===== src/rtl/apg_pkg.sv =====
package apg_pkg;

  // Width of one protected byte lane
  localparam int unsigned LANE_W = 8;

  // Number of lanes in a data word
  function automatic int unsigned lane_count(input int unsigned data_w);
    return (data_w + LANE_W - 1) / LANE_W;
  endfunction

endpackage


===== src/rtl/apg_addr_fold.sv =====
module apg_addr_fold #(
  parameter int unsigned ADDR_W = 16,
  parameter int unsigned FOLD_W = 4
) (
  input  logic [ADDR_W-1:0] addr,
  output logic [FOLD_W-1:0] fold
);

  localparam int unsigned NCHUNK = (ADDR_W + FOLD_W - 1) / FOLD_W;
  localparam int unsigned PAD_W  = NCHUNK * FOLD_W;

  logic [PAD_W-1:0]              padded;
  logic [NCHUNK:0][FOLD_W-1:0]   acc;

  // Zero-extend so the last chunk is complete
  always_comb begin
    padded               = '0;
    padded[ADDR_W-1:0]   = addr;
  end

  assign acc[0] = '0;

  // XOR chain across the address chunks
  for (genvar c = 0; c < NCHUNK; c++) begin : g_chunk
    assign acc[c+1] = acc[c] ^ padded[c*FOLD_W +: FOLD_W];
  end

  assign fold = acc[NCHUNK];

endmodule


===== src/rtl/apg_lane_parity.sv =====
module apg_lane_parity
  import apg_pkg::*;
#(
  parameter int unsigned NB = 4
) (
  input  logic [NB*LANE_W-1:0] data,
  input  logic [NB-1:0]        fold,
  output logic [NB-1:0]        chk
);

  // One check bit per lane: lane parity mixed with one fold bit
  for (genvar i = 0; i < NB; i++) begin : g_lane
    assign chk[i] = (^data[i*LANE_W +: LANE_W]) ^ fold[i];
  end

endmodule


===== src/rtl/apg_tag_fifo.sv =====
module apg_tag_fifo #(
  parameter int unsigned TAG_W = 16,
  parameter int unsigned DEPTH = 4
) (
  input  logic             clk,
  input  logic             rst_n,
  input  logic             push,
  input  logic [TAG_W-1:0] push_tag,
  input  logic             pop,
  output logic [TAG_W-1:0] head_tag,
  output logic             empty,
  output logic             full
);

  localparam int unsigned PTR_W = (DEPTH > 1) ? $clog2(DEPTH) : 1;
  localparam int unsigned CNT_W = $clog2(DEPTH + 1);
  localparam logic [PTR_W-1:0] LAST_PTR = PTR_W'(DEPTH - 1);
  localparam logic [CNT_W-1:0] FULL_CNT = CNT_W'(DEPTH);

  logic [TAG_W-1:0] slot_q [DEPTH];
  logic [PTR_W-1:0] wr_q, wr_d, rd_q, rd_d;
  logic [CNT_W-1:0] cnt_q, cnt_d;
  logic             do_push, do_pop;

  function automatic logic [PTR_W-1:0] bump(input logic [PTR_W-1:0] p);
    return (p == LAST_PTR) ? '0 : p + 1'b1;
  endfunction

  assign empty    = (cnt_q == '0);
  assign full     = (cnt_q == FULL_CNT);
  assign do_pop   = pop & ~empty;
  assign do_push  = push & (~full | do_pop);
  assign head_tag = slot_q[rd_q];

  // Next-state logic
  always_comb begin
    wr_d  = do_push ? bump(wr_q) : wr_q;
    rd_d  = do_pop  ? bump(rd_q) : rd_q;
    cnt_d = cnt_q;
    unique case ({do_push, do_pop})
      2'b10:   cnt_d = cnt_q + 1'b1;
      2'b01:   cnt_d = cnt_q - 1'b1;
      default: cnt_d = cnt_q;
    endcase
  end

  // Control registers
  always_ff @(posedge clk or negedge rst_n) begin
    if (!rst_n) begin
      wr_q  <= '0;
      rd_q  <= '0;
      cnt_q <= '0;
    end else begin
      wr_q  <= wr_d;
      rd_q  <= rd_d;
      cnt_q <= cnt_d;
    end
  end

  // Tag storage, write-enabled, no reset
  always_ff @(posedge clk) begin
    if (do_push) begin
      slot_q[wr_q] <= push_tag;
    end
  end

  AST_TAG_NO_OVERFLOW: assert property (@(posedge clk) disable iff (!rst_n)
    (push && !pop) |-> !full) else $error("tag queue overflow");

  AST_TAG_FILL: assert property (@(posedge clk) disable iff (!rst_n)
    (push && !pop) |=> !empty) else $error("pushed tag lost");

  AST_TAG_HEAD_HOLD: assert property (@(posedge clk) disable iff (!rst_n)
    (!pop && !empty) |=> $stable(head_tag)) else $error("head tag moved");

endmodule


===== src/rtl/addr_parity_guard.sv =====
module addr_parity_guard
  import apg_pkg::*;
#(
  parameter int unsigned ADDR_W    = 16,
  parameter int unsigned DATA_W    = 32,
  parameter int unsigned TAG_DEPTH = 4
) (
  input  logic                         clk,
  input  logic                         rst_n,
  input  logic                         core_req_valid,
  input  logic                         core_req_write,
  input  logic [ADDR_W-1:0]            core_req_addr,
  input  logic [DATA_W/LANE_W-1:0]     core_req_be,
  input  logic [DATA_W-1:0]            core_req_wdata,
  output logic                         core_rsp_valid,
  output logic [DATA_W-1:0]            core_rsp_rdata,
  output logic                         cache_req_valid,
  output logic                         cache_req_write,
  output logic [ADDR_W-1:0]            cache_req_addr,
  output logic [DATA_W/LANE_W-1:0]     cache_req_be,
  output logic [DATA_W-1:0]            cache_req_wdata,
  output logic [DATA_W/LANE_W-1:0]     cache_req_wchk,
  input  logic                         cache_rsp_valid,
  input  logic [DATA_W-1:0]            cache_rsp_rdata,
  input  logic [DATA_W/LANE_W-1:0]     cache_rsp_rchk,
  output logic                         err_valid,
  output logic [ADDR_W-1:0]            err_addr,
  output logic [DATA_W/LANE_W-1:0]     err_lanes
);

  localparam int unsigned NB = lane_count(DATA_W);

  // Reset: asynchronous assert, synchronous release
  logic [1:0] rsync_q, rsync_d;
  logic       rst_sync_n;

  assign rsync_d = {rsync_q[0], 1'b1};

  always_ff @(posedge clk or negedge rst_n) begin
    if (!rst_n) rsync_q <= '0;
    else        rsync_q <= rsync_d;
  end

  assign rst_sync_n = rsync_q[1];

  // Request path: straight through, plus check bits
  logic [NB-1:0] st_fold;

  assign cache_req_valid = core_req_valid;
  assign cache_req_write = core_req_write;
  assign cache_req_addr  = core_req_addr;
  assign cache_req_be    = core_req_be;
  assign cache_req_wdata = core_req_wdata;

  apg_addr_fold #(.ADDR_W(ADDR_W), .FOLD_W(NB)) i_st_fold (
    .addr (core_req_addr),
    .fold (st_fold)
  );

  apg_lane_parity #(.NB(NB)) i_st_par (
    .data (core_req_wdata),
    .fold (st_fold),
    .chk  (cache_req_wchk)
  );

  // Outstanding load addresses, oldest at the head
  logic              tag_push, tag_pop, tag_empty, tag_full;
  logic [ADDR_W-1:0] tag_head;

  assign tag_push = core_req_valid & ~core_req_write;
  assign tag_pop  = cache_rsp_valid;

  apg_tag_fifo #(.TAG_W(ADDR_W), .DEPTH(TAG_DEPTH)) i_tags (
    .clk      (clk),
    .rst_n    (rst_sync_n),
    .push     (tag_push),
    .push_tag (core_req_addr),
    .pop      (tag_pop),
    .head_tag (tag_head),
    .empty    (tag_empty),
    .full     (tag_full)
  );

  // Response path: recompute against the requested address
  logic [NB-1:0] ld_fold, ld_chk, mism;
  logic          any_mism;

  apg_addr_fold #(.ADDR_W(ADDR_W), .FOLD_W(NB)) i_ld_fold (
    .addr (tag_head),
    .fold (ld_fold)
  );

  apg_lane_parity #(.NB(NB)) i_ld_par (
    .data (cache_rsp_rdata),
    .fold (ld_fold),
    .chk  (ld_chk)
  );

  assign mism     = ld_chk ^ cache_rsp_rchk;
  assign any_mism = |mism;

  assign core_rsp_valid = cache_rsp_valid;
  assign core_rsp_rdata = cache_rsp_rdata;

  always_comb begin
    err_valid = rst_sync_n & cache_rsp_valid & any_mism;
    err_addr  = err_valid ? tag_head : '0;
    err_lanes = err_valid ? mism     : '0;
  end

  AST_ERR_WITH_RSP: assert property (@(posedge clk) disable iff (!rst_sync_n)
    err_valid |-> core_rsp_valid) else $error("error without response");

  AST_RSP_HAS_TAG: assert property (@(posedge clk) disable iff (!rst_sync_n)
    cache_rsp_valid |-> !tag_empty) else $error("response with no outstanding load");

  AST_LOAD_ROOM: assert property (@(posedge clk) disable iff (!rst_sync_n)
    (tag_push && tag_full) |-> tag_pop) else $error("too many outstanding loads");

endmodule


===== config.mk =====
export PLATFORM = sky130hd
export DESIGN_NAME = addr_parity_guard
export DESIGN_NICKNAME = d
export VERILOG_FILES = /design/src/rtl/apg_pkg.sv /design/src/rtl/apg_addr_fold.sv /design/src/rtl/apg_lane_parity.sv /design/src/rtl/apg_tag_fifo.sv /design/src/rtl/addr_parity_guard.sv
export SDC_FILE = /design/constraint.sdc
export NUM_CORES = 1
export LEC_CHECK = 0
export ABC_AREA = 1
export BUFFER_PORTS_ARGS = -buffer_cell sky130_fd_sc_hd__buf_4
export CORE_MARGIN = 3
export CORE_UTILIZATION = 45
export DETAILED_ROUTE_END_ITERATION = 16
export MAX_ROUTING_LAYER = met4
export PLACE_DENSITY_LB_ADDON = 0.05
export SLEW_MARGIN = 25
export SYNTH_ARGS = -nofsm -noshare
export SYNTH_HDL_FRONTEND = slang
export SYNTH_HIERARCHICAL = 1
export SYNTH_SLANG_ARGS = --single-unit

===== constraint.sdc =====
create_clock -name clk -period 5.62 [get_ports clk]
set_clock_uncertainty 0.15 [all_clocks]
set_input_delay 0.843 -clock clk [delete_from_list [all_inputs] [get_ports clk]]
set_output_delay 0.843 -clock clk [all_outputs]
set_load 0.01 [all_outputs]

# After elaboration in Yosys (flattened, before gate mapping)

Memories as Yosys holds them, arrays and structs flattened.
Cells that the tools add are included.

Bits in registers: 9
Bits in writable memories: 64
Bits of input ports: 93
Output and inout port bits: 112
Memories: 1

$add $sub $neg: 4
Equal/unequal tests: 5
Mux-type cells: 7
Bitwise logic cells: 24
Reduce and logical (&&, ||, !) cells: 11

Memory list:

| memory        | words | width | rd ports | clocked after memory_dff | wr ports | line               | RTL |
|---|---|---|---|---|---|---|---|
| i_tags.slot_q | 4     | 16    | 1        | 0                        | 1        | apg_tag_fifo.sv:20 | `logic [TAG_W-1:0] slot_q [DEPTH];` |

Operators by type and width:

| kind                                                               | count |
|---|---|
| 8-bit XOR reduction                                                | 8 |
| 4-bit bitwise XOR                                                  | 7 |
| 16-bit 2-to-1 mux                                                  | 1 |
| 1-bit bitwise XOR                                                  | 8 |
| 2-bit == test, second input constant                               | 3 |
| 3-bit case mux with 2 select lines                                 | 1 |
| 1-bit AND                                                          | 5 |
| 2-bit by 1-bit adder with 2-bit output, second input constant      | 2 |
| 2-bit 2-to-1 mux                                                   | 2 |
| 4-bit 2-to-1 mux                                                   | 1 |
| 4-bit OR reduction                                                 | 1 |
| 3-bit by 1-bit adder with 3-bit output, second input constant      | 1 |
| 3-bit == test, second input constant                               | 1 |
| 3-bit zero test                                                    | 1 |
| 1-bit inverter                                                     | 3 |
| 3-bit by 1-bit subtractor with 3-bit output, second input constant | 1 |
| 2-bit by 1-bit == test with 1-bit output, second input constant    | 1 |
| 1-bit 2-to-1 mux                                                   | 2 |
| 2-bit nonzero test                                                 | 1 |
| 1-bit OR                                                           | 1 |

# Logic depth before layout (Yosys ltp)

An unclocked memory read counts as a cell.

Depth in word-level cells: 9
Mapped depth: 26

# By module

Netlist, hierarchy kept.

By module, submodules not included:

| module            | times used | cells each | area an instance (µm²) | seq. area each (µm²) |
|---|---|---|---|---|
| apg_tag_fifo      | 1          | 248        | 3059.2                 | 2097.0 |
| apg_lane_parity   | 2          | 116        | 530.5                  | 0.0 |
| addr_parity_guard | 1          | 159        | 985.9                  | 50.0 |
| apg_addr_fold     | 2          | 60         | 255.2                  | 0.0 |

# Worst setup path before layout

No wires, ideal clock.

Path kind: reg2out
From: reg i_tags.rd_q[0]
To: out err_addr[10]
Arrival: 2.292 ns
Data required time: 4.627 ns
Path slack: 2.335 ns
Cell stages (with the launch flop): 25
Path through: dfrtp_1 -> buf_6 -> buf_6 -> o211ai_1 -> nand2_1 -> nor2_2 -> inv_1 -> nand2_1 -> nand2_1 -> nand2_1 -> nand3_1 -> nand2_1 -> nand2_1 -> nand2_1 -> nand2_1 -> nand2_1 -> inv_1 -> nand2_1 -> inv_1 -> nor2_2 -> nor2_1 -> nand2_1 -> nand2_4 -> buf_6 -> nor2_1

Word-level cells in the longest chain between the ends: 9
Elaborated cells between the ends (all ways): 12
Those cells by class: 1 x mux; 9 x bitwise; 1 x reduce/logical; 1 x memory

Ends and longest elaborated chain:

| item                           | line                     | RTL |
|---|---|---|
| start: declaration             | apg_tag_fifo.sv:21       | `logic [PTR_W-1:0] wr_q, wr_d, rd_q, rd_d;` |
| start signal: assignment       | apg_tag_fifo.sv:55       | `rd_q <= rd_d;` |
| memory 4 x 16 bit              | --                       |  |
| named net tag_head[7]          | addr_parity_guard.sv:68  | `logic [ADDR_W-1:0] tag_head;` |
| 4-bit bitwise XOR (3 in a row) | apg_addr_fold.sv:25      | `assign acc[c+1] = acc[c] ^ padded[c*FOLD_W +: FOLD_W];` |
| named net ld_fold[3]           | addr_parity_guard.sv:85  | `logic [NB-1:0] ld_fold, ld_chk, mism;` |
| 1-bit bitwise XOR              | apg_lane_parity.sv:13    | `assign chk[i] = (^data[i*LANE_W +: LANE_W]) ^ fold[i];` |
| named net ld_chk[3]            | addr_parity_guard.sv:85  |  |
| 4-bit bitwise XOR              | addr_parity_guard.sv:99  | `assign mism = ld_chk ^ cache_rsp_rchk;` |
| 4-bit OR reduction             | addr_parity_guard.sv:100 | `assign any_mism = \|mism;` |
| 1-bit AND                      | addr_parity_guard.sv:106 | `err_valid = rst_sync_n & cache_rsp_valid & any_mism;` |
| 16-bit 2-to-1 mux              | addr_parity_guard.sv:107 | `err_addr = err_valid ? tag_head : '0;` |
| end: declaration               | addr_parity_guard.sv:27  | `output logic [ADDR_W-1:0] err_addr,` |

The timed path passes the listed nets, and every way through them passes these cells.

# Final worst setup path

From: reg i_tags.rd_q[0]
To: out err_addr[15]

Same word-level chain as after synthesis.

==> flow_metrics.tcl <==
set metrics [dict create \
    htreeDepth 3 \
    port_buffers 196 \
    met3_length_um 840 \
    startpoint "i_tags/rd_q[0]$_DFFE_PN0P_" \
    p_sw_w 0.00104 \
    fin_crit_ps 4430 \
    cts_hold_buf 0 \
    total_power_w 0.00264 \
    synthesis.instances 757 \
    track_usage 0.162 \
    vias_per_cell 4.40 \
    status "complete, no violations" \
    post_cts_resized 0 \
    clk_latency_ps 330 \
    syn-num-nets 857 \
    clock_path_buffers 2 \
    route.top_layer_used "met4" \
    worst_slack_ps 1190 \
    critPathLaunchType "flop" \
    crit_type "flop to output pin" \
    tns_ps 0 \
    rows 40 \
    maxSlewViolCount 0 \
    cp.required_ps 4630 \
    switching_share 0.395 \
    period_share 0.789 \
    die_width_um 118 \
    peakVddDrop_mv 0.190 \
    slew_headroom 0.317 \
    finalSetupViolCount 0 \
    multi_input_area_sq_um 2090 \
    remaining_drc_errors 0 \
    cts_setup_buffers 0 \
    drtIter0Drc 239 \
    avgRoutedWirePerCell_um 10.9 \
    start_util 0.463 \
    ios 205 \
    yosysWarningCount 6 \
    cts_tree "done" \
    power_frac_seq 0.291 \
    fill_cells 1110 \
    drive_gt1_frac 0.278 \
    wl_met2_mm 5.05 \
    regArea_sq_um 2150 \
    drtAntennaViolNets 0 \
    dp_hpwl_mm 8.82 \
    grt_pass1_wl_mm 18.1 \
    fmax_mhz 226 \
    finalHoldViolations 0 \
    num_vias 4578 \
    layout.cells.non_filler 1040 \
    clkPwrFrac 0.239 \
    cts.sinks 73 \
    pwr-share-comb 0.470 \
    grt_pass1_vias 4034 \
    dieHeight_um 118 \
    pre_cts_ws_ps 1530 \
    r2r_start "i_tags/cnt_q[0]$_DFFE_PN0P_" \
    clk_pin_slew_ps 50 \
    finalNetCount 967 \
    pwr_density_cell_nw_per_um2 384 \
    antenna_found_initial 0 \
    coreArea_sq_um 12100 \
    synth_area_per_cell_sq_um 7.41 \
    leakage_nw 3.80 \
    n_antenna_cell 0 \
    dpl.cell_count 1024 \
    worstMarginPinSlew_ps 1020 \
    maxCapViolCount 0 \
    final_core_util 0.569 \
    min_path_type "flop to async pin" \
    cts_root_buf "clkbuf_16" \
    grt_start_max_net_pins 45 \
    grt-ovfl-total 0 \
    path_max_fanout 44 \
    m1WireLength_mm 5.27 \
    grt_setup_unrepaired "false" \
    cts_buffers 9 \
    cp-end-kind "output pin" \
    gp_congestion 0.740 \
    arrival_ps 3440 \
    syn_to_final_growth_pct 22.8 \
    die-area_sq_um 13800 \
    wl_mm 11.3 \
    p_int_w 0.00160 \
    netlist_area_sq_um 5610 \
    firstDrtPassIters 4 \
]
-- flip-flops by register name, indices dropped and copies added, names as in the netlist --
register / flops
rsync_q: 2
i_tags/slot_q: 64
i_tags/rd_q: 2
i_tags/wr_q: 2
i_tags/cnt_q: 3
-- per-layer routing --
layer,global-route usage,vias to the layer above
met5,-,-
met2,0.253,164
met4,0.0579,0
met3,0.0394,14
li1,-,2415
met1,0.207,1985
-- layout make-up --
cell class                      count  share of cell area
Timing Repair Buffer              198               0.216
Tap cell                          168              0.0305
Clock buffer                        9              0.0327
Multi-Input combinational cell    421               0.304
Inverter                          164              0.0894
Sequential cell                    73               0.312
Clock inverter                      7              0.0158
-- worst max-delay path: stages, from the launching register on --
cell	delay, ps
dfrtp_2	850
buf_4	380
nand2_1	80
o211ai_1	80
nand2_1	140
nor2_2	150
inv_1	50
nand2_1	50
nand2_1	60
nand2_1	80
inv_1	40
nand2_1	70
nand2_1	50
nand2_1	70
nand2_1	50
nand2_1	50
nand2_1	40
inv_1	60
inv_1	40
nand2_1	40
nand2_1	80
nor2_1	90
nand2_1	90
nand2_4	180
nor2_1	80
buf_4	150
-- per-stage QoR --
| stage | instance area [sq um] | hold WS (ps) |
|---|---|---|
| after floorplan | 5610 | -41.9 |
| after global placement | 6550 | 19.1 |
| after detailed placement | 6550 | 28.2 |
| after CTS | 6890 | 25.4 |
| after global routing | 6890 | 46.7 |
| final | 6890 | 12.7 |
-- power by group through the flow --
stage	clock network [W]	registers (W)	logic, W
floorplan	0	0.000705	0.00103
finish	0.000632	0.000769	0.00124
global placement	0	0.000774	0.00120
global route	0.000671	0.000783	0.00144
CTS	0.000646	0.000769	0.00125
detailed placement	0	0.000781	0.00124
-- layout by cell type (no fill, tap or decap), drive strengths merged --
cell type	n
a21oi	16
buf	198
bufinv	3
clkbuf	9
clkinv	4
conb	1
dfrtp	9
edfxtp	64
fa	1
ha	6
inv	164
nand2	244
nand3	31
nand4	1
nor2	45
o211ai	16
o21ai	18
or2	1
xnor2	21
xor2	20
-- path summary, 6_finish.rpt --
| kind | to | slack (ps) | cells after the start |
|---|---|---|---|
| worst max-delay path | err_addr[15] | 1190 | 25 |
| min in group clk | rsync_q[1]$_DFF_PN0_ | 210 | 0 |
| worst max register to register | i_tags/cnt_q[2]$_DFFE_PN0P_ | 3570 | 10 |
| worst min register to register | i_tags/wr_q[1]$_DFFE_PN0P_ | 10 | 0 |
| worst min-delay path | i_tags/wr_q[1]$_DFFE_PN0P_ | 10 | 0 |
| max in group asynchronous | i_tags/rd_q[0]$_DFFE_PN0P_ | 4990 | 0 |
Note: power is estimated with default switching activity, not from simulation.
